[src/rtl/irq_pkg.sv]
package irq_pkg;
    localparam int NSRC  = 6;
    localparam int IDXW  = $clog2(NSRC);
    localparam int PRIOW = NSRC - 1;

    typedef enum logic [1:0] {
        ST_IDLE = 2'd0,
        ST_IA3  = 2'd1,
        ST_IA4  = 2'd2
    } ack_state_e;

    typedef struct packed {
        logic            valid;
        logic            high;
        logic [IDXW-1:0] idx;
    } pick_t;
endpackage

[src/rtl/irq_sampler.sv]
module irq_sampler #(
    parameter int N = 6
) (
    input  logic         clk,
    input  logic         rst,
    input  logic         strobe,
    input  logic [N-1:0] raw,
    output logic [N-1:0] latched
);
    always_ff @(posedge clk) begin
        if (rst)
            latched <= '0;
        else if (strobe)
            latched <= raw;
    end
endmodule

[src/rtl/irq_resolver.sv]
module irq_resolver #(
    parameter int N  = 6,
    parameter int IW = 3
) (
    input  logic [N-1:0]  latched,
    input  logic          glob_en,
    input  logic [N-1:0]  src_en,
    input  logic [N-2:0]  prio,
    output logic          win_valid,
    output logic          win_high,
    output logic [IW-1:0] win_idx
);
    logic [N-1:0] pend, hi_mask, hi_vec, lo_vec;

    function automatic logic [IW-1:0] first_set(input logic [N-1:0] v);
        logic [IW-1:0] r;
        r = '0;
        for (int i = N - 1; i >= 0; i--)
            if (v[i]) r = IW'(i);
        return r;
    endfunction

    always_comb begin
        pend      = latched & src_en & {N{glob_en}};
        hi_mask   = {prio, 1'b1};
        hi_vec    = pend & hi_mask;
        lo_vec    = pend & ~hi_mask;
        win_valid = |pend;
        win_high  = |hi_vec;
        win_idx   = win_high ? first_set(hi_vec) : first_set(lo_vec);
    end
endmodule

[src/rtl/irq_ack_fsm.sv]
module irq_ack_fsm
    import irq_pkg::*;
#(
    parameter int IW = 3
) (
    input  logic          clk,
    input  logic          rst,
    input  logic          strobe,
    input  logic          win_valid,
    input  logic          win_high,
    input  logic [IW-1:0] win_idx,
    input  logic          last_cycle,
    input  logic          blk_instr,
    input  logic          reti_done,
    output logic          vec_req,
    output logic [IW-1:0] vec_idx,
    output logic [1:0]    in_svc
);
    ack_state_e    st;
    logic          allowed, start;
    logic [1:0]    svc_nxt;

    always_comb begin
        allowed = win_high ? !in_svc[1] : !(in_svc[1] || in_svc[0]);
        start   = strobe && (st == ST_IDLE) && win_valid && last_cycle
                  && !blk_instr && allowed;
        svc_nxt = in_svc;
        if (reti_done) begin
            if (in_svc[1]) svc_nxt[1] = 1'b0;
            else           svc_nxt[0] = 1'b0;
        end
        if (start) begin
            if (win_high) svc_nxt[1] = 1'b1;
            else          svc_nxt[0] = 1'b1;
        end
    end

    always_ff @(posedge clk) begin
        if (rst) begin
            st      <= ST_IDLE;
            vec_idx <= '0;
            in_svc  <= '0;
        end else begin
            in_svc <= svc_nxt;
            if (strobe) begin
                unique case (st)
                    ST_IDLE: if (start) begin
                        st      <= ST_IA3;
                        vec_idx <= win_idx;
                    end
                    ST_IA3:  st <= ST_IA4;
                    default: st <= ST_IDLE;
                endcase
            end
        end
    end

    assign vec_req = (st != ST_IDLE);
endmodule

[src/rtl/irq_prio_ctrl.sv]
module irq_prio_ctrl
    import irq_pkg::*;
(
    input  logic             clk,
    input  logic             rst,
    input  logic             mc_strobe,
    input  logic [NSRC-2:0]  src_req,
    input  logic             ser_rx,
    input  logic             ser_tx,
    input  logic             glob_en,
    input  logic [NSRC-1:0]  src_en,
    input  logic             prio_we,
    input  logic [PRIOW-1:0] prio_wdata,
    output logic [PRIOW-1:0] prio_rd,
    input  logic             last_cycle,
    input  logic             blk_instr,
    input  logic             reti_done,
    output logic             vec_req,
    output logic [IDXW-1:0]  vec_idx
);
    logic [PRIOW-1:0] prio_q;
    logic [NSRC-1:0]  raw, latched;
    pick_t            win;
    logic [1:0]       in_svc;

    always_ff @(posedge clk) begin
        if (rst)          prio_q <= '0;
        else if (prio_we) prio_q <= prio_wdata;
    end
    assign prio_rd = prio_q;

    assign raw = {ser_rx | ser_tx, src_req};

    irq_sampler #(.N(NSRC)) u_sampler (
        .clk(clk), .rst(rst), .strobe(mc_strobe), .raw(raw), .latched(latched)
    );

    irq_resolver #(.N(NSRC), .IW(IDXW)) u_resolver (
        .latched(latched), .glob_en(glob_en), .src_en(src_en), .prio(prio_q),
        .win_valid(win.valid), .win_high(win.high), .win_idx(win.idx)
    );

    irq_ack_fsm #(.IW(IDXW)) u_fsm (
        .clk(clk), .rst(rst), .strobe(mc_strobe),
        .win_valid(win.valid), .win_high(win.high), .win_idx(win.idx),
        .last_cycle(last_cycle), .blk_instr(blk_instr), .reti_done(reti_done),
        .vec_req(vec_req), .vec_idx(vec_idx), .in_svc(in_svc)
    );
endmodule

[config.mk]
export PLATFORM = sky130hd
export DESIGN_NAME = irq_prio_ctrl
export DESIGN_NICKNAME = d
export VERILOG_FILES = /design/src/rtl/irq_pkg.sv /design/src/rtl/irq_sampler.sv /design/src/rtl/irq_resolver.sv /design/src/rtl/irq_ack_fsm.sv /design/src/rtl/irq_prio_ctrl.sv
export SDC_FILE = /design/constraint.sdc
export NUM_CORES = 1
export LEC_CHECK = 0
export BUFFER_PORTS_ARGS = -buffer_cell sky130_fd_sc_hd__buf_4
export CORE_UTILIZATION = 38
export DETAILED_ROUTE_END_ITERATION = 6
export PLACE_DENSITY = 0.66
export SETUP_SLACK_MARGIN = 0.4
export SYNTH_ARGS = -nofsm -noshare
export SYNTH_HDL_FRONTEND = slang
export SYNTH_HIERARCHICAL = 1
export SYNTH_SLANG_ARGS = --single-unit
[constraint.sdc]
create_clock -name clk -period 1.8 [get_ports clk]
set_input_delay 0.18 -clock clk [delete_from_list [all_inputs] [get_ports clk]]
set_output_delay 0.18 -clock clk [all_outputs]
set_load 0.1 [all_outputs]
==> flow_summary.toml, run 1 <==
[routing]
post-route-drc-count = 0
drt_first_pass_iters = 4
ant_nets = 0
wire_per_inst_um = 12.8
vias_post_dr = 900
detail_route.wirelength_um = 2230
drt-vias-per-instance = 5.17
detail_route.iter0.violations = 3

[timing]
minimum_setup_slack_in_the_final_design_ps = 404
finalSetupTns_ps = 0
setup_viol_count_final = 0
timing_hold_violations_final = 0
final_max_slew_viol_count = 0
layout_worst_path_cycle_share_pct = 77.5
clock_skew_ps = 6.75
transition_time_of_the_tightest_slew_check_pin_ps = 280
setup_repair_after_global_routing_missed_its_margin = "yes"
timing.final.crit_period_ps = 1400
max_freq_mhz = 716
max_slew_margin_pct = 81.5

[cts]
cts-htree-levels = 1
tritoncts = "yes"
clkLatencyLatePin_ps = 300
cts-root-to-sink-buffers = 2
cts.root.buffer_cell = "sky130_fd_sc_hd__clkbuf_4"
clk_pin_slew_ps = 100
cts.hold.buffers_added = 0
clock_sink_count = 18
tritoncts_buffer_count = 3

[run_status]
outcome = "completed"

[floorplanning]
fp.coreArea_sq_mm = 0.00248
core.rowCount = 18
dieArea_sq_mm = 0.00283
initial_core_utilization_pct = 40.2
io_pins = 35
chipHeight_um = 53.2
chipWidth_um = 53.2

[place]
place_worst_setup_slack_ps = 382
dp.final_hpwl_um = 1720
routability_driven_placement_congestion_ratio = 0.749
numPortBuffers = 34
numPlacedInstances = 165

[finish]
fillerInstances = 245
final_core_density_pct = 55.3
nNetsFinal = 171
final_cell_count_no_fill = 174
insertedDiodeCount = 0
drive_above_1_share_pct = 45.1
syn2layout_area_growth_pct = 37.6

[power_and_ir_drop]
power_per_cell_area_mw_per_mm2 = 611
vdd_drop_max_v = 0.000523
power_leakage_nw = 0.609

[hold_path]
hold_path.class = "in2reg"

[setup_path]
path_class = "reg2reg"
timing.critical_path.cells = "nand4_1 -> and4_1 -> nand2_2 -> o2111a_4 -> o2bb2ai_1"
crit_path_start_kind = "flop"
crit_path_end_kind = "flop"
cp_max_fo = 5
critPathSlowestCell = "sky130_fd_sc_hd__dfxtp_2"
cpPeakStageDelay_ps = 350
data_arrival_time_at_the_worst_slack_endpoint_ps = 1590
cp_data_required_time_ps = 1990

[grt]
grt_pass1_vias = 841
gr-total-overflow = 0
antenna_found_initial = 0
grt.total_usage_pct = 17.2
first_pass_grt_wire_length_um = 3530
grt_max_degree = 24

[synthesis]
synth_seq_cells = 18
syn_inst = 105
synth_area_sq_um = 995
synth-seq-area-share_pct = 36.2
postSynthAreaPerCell_sq_um = 9.47
synthesis.nets = 131
synth-warning-count = 6
synth.distinct_cells = 33

[job]
max-cap-violations = 0
-- placed cells by master, fill, tap and decap left out, drive strengths merged --
master and count:
a22oi 3, and4b 1, a21oi 2, or2b 1
nand4 6, nand2 4, nand4b 4, inv 4
o2111ai 1, nand3b 1, and2 1, nand3 3
o2bb2ai 1, o32ai 1, o221ai 1, nor2 13
or2 2, dfxtp 18, a21o 1, o2111a 1
and4bb 1, a31oi 2, clkbuf 3, nand2b 8
and4 1, mux2i 14, o21ai 3, buf 39
a21boi 2, nor2b 1, clkinv 1
-- Yosys cell counts --
| cell type | n | area (sq um) |
|---|---|---|
| sky130_fd_sc_hd__and4bb_1 | 1 | 12.5 |
| sky130_fd_sc_hd__o21ai_1 | 3 | 15.0 |
| sky130_fd_sc_hd__nand2b_1 | 8 | 50.1 |
| sky130_fd_sc_hd__nand4_2 | 1 | 12.5 |
| sky130_fd_sc_hd__buf_6 | 3 | 33.8 |
| sky130_fd_sc_hd__and2_1 | 1 | 6.26 |
| sky130_fd_sc_hd__nand4b_2 | 3 | 45.0 |
| sky130_fd_sc_hd__or2b_1 | 1 | 7.51 |
| sky130_fd_sc_hd__inv_1 | 4 | 15.0 |
| sky130_fd_sc_hd__a21oi_1 | 2 | 10.0 |
| sky130_fd_sc_hd__o2111a_4 | 1 | 20.0 |
| sky130_fd_sc_hd__nand2_1 | 4 | 15.0 |
| sky130_fd_sc_hd__o2111ai_1 | 1 | 8.76 |
| sky130_fd_sc_hd__a22oi_1 | 3 | 22.5 |
| sky130_fd_sc_hd__nand3b_1 | 1 | 7.51 |
| sky130_fd_sc_hd__mux2i_1 | 14 | 140 |
| sky130_fd_sc_hd__nand4b_1 | 1 | 8.76 |
| sky130_fd_sc_hd__clkbuf_1 | 1 | 3.75 |
| sky130_fd_sc_hd__nor2_1 | 13 | 48.8 |
| sky130_fd_sc_hd__nor2b_1 | 1 | 6.26 |
| sky130_fd_sc_hd__o32ai_1 | 1 | 8.76 |
| sky130_fd_sc_hd__a21boi_1 | 2 | 15.0 |
| sky130_fd_sc_hd__nand3_2 | 1 | 10.0 |
| sky130_fd_sc_hd__dfxtp_1 | 18 | 360 |
| sky130_fd_sc_hd__nand4_1 | 5 | 31.3 |
| sky130_fd_sc_hd__and4b_2 | 1 | 11.3 |
| sky130_fd_sc_hd__a31oi_1 | 2 | 12.5 |
| sky130_fd_sc_hd__or2_2 | 2 | 12.5 |
| sky130_fd_sc_hd__and4_1 | 1 | 8.76 |
| sky130_fd_sc_hd__o2bb2ai_1 | 1 | 8.76 |
| sky130_fd_sc_hd__a21o_1 | 1 | 7.51 |
| sky130_fd_sc_hd__o221ai_1 | 1 | 8.76 |
| sky130_fd_sc_hd__nand3_1 | 2 | 10.0 |
-- final timing paths --
path	cells after the start	startpoint	to	slack, ps
min	2	reti_done	u_fsm/in_svc[1]	90
max reg2reg	5	u_sampler/latched[3]	u_fsm/in_svc[0]	400
max	5	u_sampler/latched[3]	u_fsm/in_svc[0]	400
min reg2reg	2	u_fsm/vec_idx[0]	u_fsm/vec_idx[0]	480
-- power by group --
group / total [mW] / internal [mW] / switching [mW]
Sequential: 0.430 / 0.411 / 0.0190
Combinational: 0.200 / 0.0862 / 0.114
Clock: 0.206 / 0.0809 / 0.125
-- cell families after synthesis --
logic type      Yosys count  share of synthesized area [%]
mux                      14                           14.1
simple gates             47                           30.6
compound gates           18                           13.8
buf+inv                   8                           5.28
flops                    18                           36.2
-- state kept, by name, summed over array words and instances (netlist names) --
signal,flops
u_fsm/st,2
u_fsm/in_svc,2
u_fsm/vec_idx,3
prio_rd,5
u_sampler/latched,6
-- layout make-up --
type                    instances  area [sq um]  area share, %
multi-input cells              79           603           44.1
repair buffers                 39           293           21.4
inverters                       4          15.0           1.10
clock buffers                   3          22.5           1.65
clock inverters                 1          3.75          0.274
flip-flops and latches         18           394           28.8
well taps                      30          37.5           2.74
-- critical path: cells and delay by family (launching register included) --
family	cells	cell delay, ps
AND/OR/NAND/NOR	3	490
flip-flops	1	350
AO/OA/AOI/OAI	2	450
-- per-layer routing --
layer	routed length, um	part of all wire (%)	global-route usage [%]
met1	944	42	19.3
met2	1130	51	30.8
met3	140	6.3	5.75
met4	17	0.76	3.95
met5	0	0	0
-- timing repair --
| action | 4_1_cts | 5_1_grt |
|---|---|---|
| setup endpoints to repair | 4 | 6 |
| setup buffers | 0 | 5 |
| resized for setup | 5 | 7 |
| cloned | 0 | 0 |
| pin swaps | 1 | 8 |
-- per-stage QoR --
stage	hold slack (ps)	cell area, sq um	total power [mW]
floorplan	243	1020	0.560
global placement	396	1270	0.627
detailed placement	404	1270	0.632
CTS	77.0	1300	0.844
global route	74.5	1370	0.879
finish	87.9	1370	0.836
Power figures use the tool's default switching activity.
==> run 2, diff against run 1 <==
==> constraint.sdc (replaced) <==
create_clock -name clk -period 1.4 [get_ports clk]
set_input_delay 0.14 -clock clk [delete_from_list [all_inputs] [get_ports clk]]
set_output_delay 0.14 -clock clk [all_outputs]
set_load 0.1 [all_outputs]
==> run 2 against run 1 <==
Effect of this change:
- final cell count increased by 5.2%
- first-iteration DRC count increased to 13 times the previous value
- non-clock buffer count increased by 9
- sequential cell count unchanged
- maximum frequency increased by 4.1%
- total power increased by 42%
- global-route usage increased by 2.3 points
- core utilization increased by 8.7 points
==> flow_summary.toml, run 2 (synthesis results as in run 1) <==
[cts]
cts-htree-levels = 1
tritoncts_buffer_count = 3
clock_sink_count = 18
cts-root-to-sink-buffers = 2
cts.root.buffer_cell = "sky130_fd_sc_hd__clkbuf_4"
cts.hold.buffers_added = 0
clk_pin_slew_ps = 100
tritoncts = "yes"
clkLatencyLatePin_ps = 290

[place]
dp.final_hpwl_um = 1680
routability_driven_placement_congestion_ratio = 0.801
numPortBuffers = 34

[routing]
post-route-drc-count = 0
wire_per_inst_um = 13.5
drt_first_pass_iters = 4
vias_post_dr = 999
detail_route.iter0.violations = 39
ant_nets = 0
detail_route.wirelength_um = 2470
drt-vias-per-instance = 5.46

[timing]
layout_worst_path_cycle_share_pct = 95.8
setup_repair_after_global_routing_missed_its_margin = "yes"
max_slew_margin_pct = 84.1
transition_time_of_the_tightest_slew_check_pin_ps = 238
hold-worst-slack_ps = 49.1
max_freq_mhz = 746
timing.final.crit_period_ps = 1340
final_max_slew_viol_count = 0
setup_viol_count_final = 0
clock_skew_ps = 0.520
timing_hold_violations_final = 0

[grt]
first_pass_grt_wire_length_um = 3990
grt_max_degree = 24
grt_pass1_vias = 976
grt.total_usage_pct = 19.4
antenna_found_initial = 0
gr-total-overflow = 0

[finish]
layout_commonest_cell = "sky130_fd_sc_hd__buf_4"
layout_common_cells = "35 x sky130_fd_sc_hd__buf_4, 14 x sky130_fd_sc_hd__mux2i_1, 13 x sky130_fd_sc_hd__nor2_1"
syn2layout_area_growth_pct = 59.4
insertedDiodeCount = 0
nNetsFinal = 180
fillerInstances = 211
largest-register = "u_sampler/latched"
drive_above_1_share_pct = 54.2
largest_reg_flops = 6

[power_and_ir_drop]
power_leakage_nw = 0.711
vdd_drop_max_v = 0.000773
power_per_cell_area_mw_per_mm2 = 748
total_power_mw = 1.19

[setup_path]
crit_path_end_kind = "flop"
crit_path_start_kind = "flop"
path_class = "reg2reg"
cp_max_fo = 4
cp_data_required_time_ps = 1620
data_arrival_time_at_the_worst_slack_endpoint_ps = 1560

[floorplanning]
chipWidth_um = 53.2
fp.coreArea_sq_mm = 0.00248
io_pins = 35
chipHeight_um = 53.2
initial_core_utilization_pct = 40.2
dieArea_sq_mm = 0.00283
core.rowCount = 18

[run_status]
outcome = "completed"

[hold_path]
hold_path.class = "in2reg"

[job]
max-cap-violations = 0
[run 2: cell types whose count changed in the layout (fill, tap and decap cells not counted), moves of 4 or more]
cell | before | now
sky130_fd_sc_hd__buf_12 | 0 | 9
sky130_fd_sc_hd__buf_4 | 39 | 35
sky130_fd_sc_hd__buf_6 | 0 | 4
sky130_fd_sc_hd__dfxtp_1 | 7 | 2
sky130_fd_sc_hd__dfxtp_2 | 3 | 9
[run 2: cell type report]
type / instances / area (sq um) / share of cell area (%)
clock buffers: 4 / 36.3 / 2.29
multi-input cells: 79 / 611 / 38.5
repair buffers: 48 / 488 / 30.8
well taps: 30 / 37.5 / 2.37
flip-flops and latches: 18 / 398 / 25.1
inverters: 4 / 15.0 / 0.947
[run 2: repair_timing]
item,in CTS,in global routing
gates resized for setup,41,10
setup buffers,7,4
endpoints found under the setup margin,15,15
pin swaps,10,5
[run 2: where the power goes]
group | internal (mW) | total, mW | switching, mW
clock network | 0.158 | 0.316 | 0.158
registers | 0.530 | 0.552 | 0.0227
logic | 0.155 | 0.317 | 0.161
[run 2: metrics by stage]
stage | utilization (%) | worst slack [ps] | TNS, ps | area (sq um) | cells
floorplan | - | -81.5 | -273 | 1020 | 105
global placement | 52.2 | 37.0 | 0 | 1290 | 168
detailed placement | 52.2 | -0.00966 | -0.00966 | 1290 | 168
CTS | 61.6 | 51.2 | 0 | 1530 | 179
global route | 64.0 | -57.4 | -131 | 1590 | 183
finish | 64.0 | 59.3 | 0 | 1590 | 183
[run 2: worst max-delay path, cell delays in order (launching register included)]
cell                       delay [ps]
sky130_fd_sc_hd__dfxtp_4          370
sky130_fd_sc_hd__a22oi_2           70
sky130_fd_sc_hd__a31oi_1          150
sky130_fd_sc_hd__and4bb_1         240
sky130_fd_sc_hd__o2111a_4         250
sky130_fd_sc_hd__mux2i_1          180
[run 2: final timing paths]
| kind | from | endpoint | slack, ps | cells past startpoint |
|---|---|---|---|---|
| hold reg to reg | u_fsm/vec_idx[1] | u_fsm/vec_idx[1] | 500 | 2 |
| setup / recovery | u_sampler/latched[2] | u_fsm/vec_idx[0] | 60 | 5 |
| hold / removal | reti_done | u_fsm/in_svc[1] | 50 | 2 |
| setup reg to reg | u_sampler/latched[2] | u_fsm/vec_idx[0] | 60 | 5 |
[run 2: per-layer routing]
metal  up-vias  share of wire, %  global-route usage (%)
met5         -                 0                       0
met4         0              0.97                    6.58
met3         6               6.5                    3.74
met2        46                49                    36.5
met1       461                43                    21.4
li1        486                 -                       -
==> run 3, diff against run 2 <==
--- a/config.mk
+++ b/config.mk
@@ -5,10 +5,11 @@
 export SDC_FILE = /design/constraint.sdc
 export NUM_CORES = 1
 export LEC_CHECK = 0
+export ABC_AREA = 1
 export BUFFER_PORTS_ARGS = -buffer_cell sky130_fd_sc_hd__buf_4
 export CORE_UTILIZATION = 38
 export DETAILED_ROUTE_END_ITERATION = 6
-export PLACE_DENSITY = 0.66
+export PLACE_DENSITY = 0.65
 export SETUP_SLACK_MARGIN = 0.4
 export SYNTH_ARGS = -nofsm -noshare
 export SYNTH_HDL_FRONTEND = slang
==> run 3 against run 2 <==
Effect of this change:
- the run now ends with setup timing left
- sequential share of layout area shrank 3.5 points
- global-route usage increased by 0.65 points
- first-iteration DRC count decreased by 41%
- setup slack got worse by 180 ps
- largest power group unchanged
==> flow_summary.toml, run 3 <==
[grt]
grt_pass1_vias = 1201
gr-total-overflow = 0
grt_max_degree = 16
antenna_found_initial = 0
first_pass_grt_wire_length_um = 4890
grt.total_usage_pct = 20.1

[synthesis]
synth_area_sq_mm = 0.00110
synth-async-reset-ratio_pct = 0
synth_simple_gate_area_share_pct = 46.6
post_synth_main_area_contributors = "sky130_fd_sc_hd__dfxtp_1 33%, sky130_fd_sc_hd__nand2_1 16%, sky130_fd_sc_hd__nor2_1 14%"
synth.distinct_cells = 19
synth-seq-area-share_pct = 32.8
synth_top_area_share_pct = 32.8
synth_seq_cells = 18
synth.top_cells.by_count = "48 x sky130_fd_sc_hd__nand2_1, 40 x sky130_fd_sc_hd__nor2_1, 37 x sky130_fd_sc_hd__inv_1"
synthAdderAreaFrac_pct = 0
synth_most_common_cell = "sky130_fd_sc_hd__nand2_1"
synth_top_family_by_area = "simple AND/OR/NAND/NOR gates"
yosys.area_share.xor_xnor_pct = 0.798
synth_mux_area_share_pct = 0
synth-warning-count = 6
library_cell_with_the_largest_summed_area_after_synthesis = "sky130_fd_sc_hd__dfxtp_1"
postSynthAreaPerCell_sq_um = 6.10
syn_inst = 180
dominantRegCellSynth = "sky130_fd_sc_hd__dfxtp_1"
synthesis.nets = 206
synth_edf_count = 0
synth-compound-area-share_pct = 2.96

[routing]
drt-vias-per-instance = 4.65
ant_nets = 0
detail_route.wirelength_um = 3140
drt_first_pass_iters = 4
detail_route.iter0.violations = 23
wire_per_inst_um = 11.5
vias_post_dr = 1269
post-route-drc-count = 0

[finish]
final_cell_count_no_fill = 273
final_core_density_pct = 66.7
insertedDiodeCount = 0
largest_reg_flops = 6
layout_commonest_cell = "sky130_fd_sc_hd__buf_4"
final_cell_area_sq_mm = 0.00182
largest-register = "u_sampler/latched"
nNetsFinal = 269
syn2layout_area_growth_pct = 66.1
drive_above_1_share_pct = 47.5
layout_common_cells = "48 x sky130_fd_sc_hd__buf_4, 47 x sky130_fd_sc_hd__nand2_1, 34 x sky130_fd_sc_hd__nor2_1"

[timing]
max_freq_mhz = 656
max_slew_margin_pct = 86.3
hold-worst-slack_ps = 32.7
minimum_setup_slack_in_the_final_design_ps = -124
layout_worst_path_cycle_share_pct = 109
finalSetupTns_ps = -512
setup_viol_count_final = 6
transition_time_of_the_tightest_slew_check_pin_ps = 203
final_max_slew_viol_count = 0
setup_repair_after_global_routing_missed_its_margin = "yes"
timing_hold_violations_final = 0
timing.final.crit_period_ps = 1520
clock_skew_ps = 19.2

[job]
max-cap-violations = 0

[floorplanning]
dieArea_sq_mm = 0.00311
chipHeight_um = 55.7
fp.coreArea_sq_mm = 0.00273
core.rowCount = 19
chipWidth_um = 55.7
initial_core_utilization_pct = 40.1
io_pins = 35

[setup_path]
critPathSlowestCell = "sky130_fd_sc_hd__dfxtp_2"
crit_path_end_kind = "flop"
cp_data_required_time_ps = 1630
timing.critical_path.cells = "nand3_4 -> nor2_4 -> nor2_2 -> nand2_1 -> nor2_2 -> inv_2 -> inv_2 -> nand2_2 -> nand3_2 -> nor2_4 -> buf_4 -> nor2_2 -> nor2_1"
path_class = "reg2reg"
cp_max_fo = 7
crit_path_start_kind = "flop"
worst_path_most_repeated_cell = "sky130_fd_sc_hd__nor2_2"
data_arrival_time_at_the_worst_slack_endpoint_ps = 1760
cpPeakStageDelay_ps = 360

[power_and_ir_drop]
total_switching_power_mw = 0.452
total_power_mw = 1.30
seqPwrFrac_pct = 43.1
vdd_drop_max_v = 0.000704
p_int_mw = 0.853
power_frac_comb_pct = 35.1
clock_share_of_power_pct = 21.8
power_per_cell_area_mw_per_mm2 = 716
p_sw_share_pct = 34.6
power_leakage_nw = 0.930

[place]
placed_cell_area_sq_mm = 0.00145
routability_driven_placement_congestion_ratio = 0.790
place_worst_setup_slack_ps = -159
numPortBuffers = 34
numPlacedInstances = 251
dp.final_hpwl_um = 2070

[cts]
cts.root.buffer_cell = "sky130_fd_sc_hd__clkbuf_4"
cts.hold.buffers_added = 0
tritoncts_buffer_count = 3
clkLatencyLatePin_ps = 310
clk_pin_slew_ps = 120
cts-htree-levels = 1
clock_sink_count = 18
tritoncts = "yes"
cts-root-to-sink-buffers = 2

[run_status]
violations = "setup timing"
outcome = "finished with violations"

[hold_path]
hold_path.class = "in2reg"
[run 3: power groups by stage]
stage / clock network (mW) / logic (mW) / registers (mW)
2_1_floorplan: 0 / 0.137 / 0.662
3_3_place_gp: 0 / 0.341 / 0.569
3_5_place_dp: 0 / 0.348 / 0.570
4_1_cts: 0.291 / 0.413 / 0.563
5_1_grt: 0.315 / 0.491 / 0.567
6_report: 0.284 / 0.458 / 0.563
[run 3: logic make-up after synthesis]
logic type | Yosys count
and+or+nand+nor | 112
buffers and inverters | 43
DFF | 18
AOI/OAI and AO/OA | 6
xor gates and xnor gates | 1
[run 3: cell type report]
type | count | area, sq um
Clock buffer | 4 | 26.3
Timing Repair Buffer | 61 | 586
Tap cell | 31 | 38.8
Inverter | 40 | 150
Multi-Input combinational cell | 119 | 629
Sequential cell | 18 | 393
Fill cell | 247 | 911
[run 3: worst max-delay path, delay by kind of cell, from the launching register on]
kind                   cells  cell delay [ps]
AND/OR/NAND/NOR           10              860
flip-flops                 1              360
buffers and inverters      3              250
[run 3: repair_timing]
| item | in CTS | in global routing |
|---|---|---|
| buffers inserted | 9 | 9 |
| resized for setup | 45 | 18 |
| pin swaps | 15 | 17 |
| endpoints found under the setup margin | 15 | 15 |
[run 3: worst paths after layout]
| check | slack, ps | end | depth (start not counted) | startpoint |
|---|---|---|---|---|
| hold / removal | 30 | u_fsm/in_svc[0] | 2 | rst |
| setup / recovery | -120 | u_fsm/st[0] | 13 | u_sampler/latched[2] |
| setup reg to reg | -120 | u_fsm/st[0] | 13 | u_sampler/latched[2] |
| hold reg to reg | 490 | u_sampler/latched[0] | 2 | u_sampler/latched[0] |
[run 3: metal layers]
metal | global-route usage, % | vias up | share of wire, % | wire [um]
li1 | - | 651 | - | -
met1 | 21.8 | 587 | 41 | 1280
met5 | 0 | - | 0 | 0
met2 | 36.8 | 24 | 54 | 1700
met4 | 8.21 | 0 | 1.9 | 61
met3 | 5.12 | 7 | 3.2 | 101
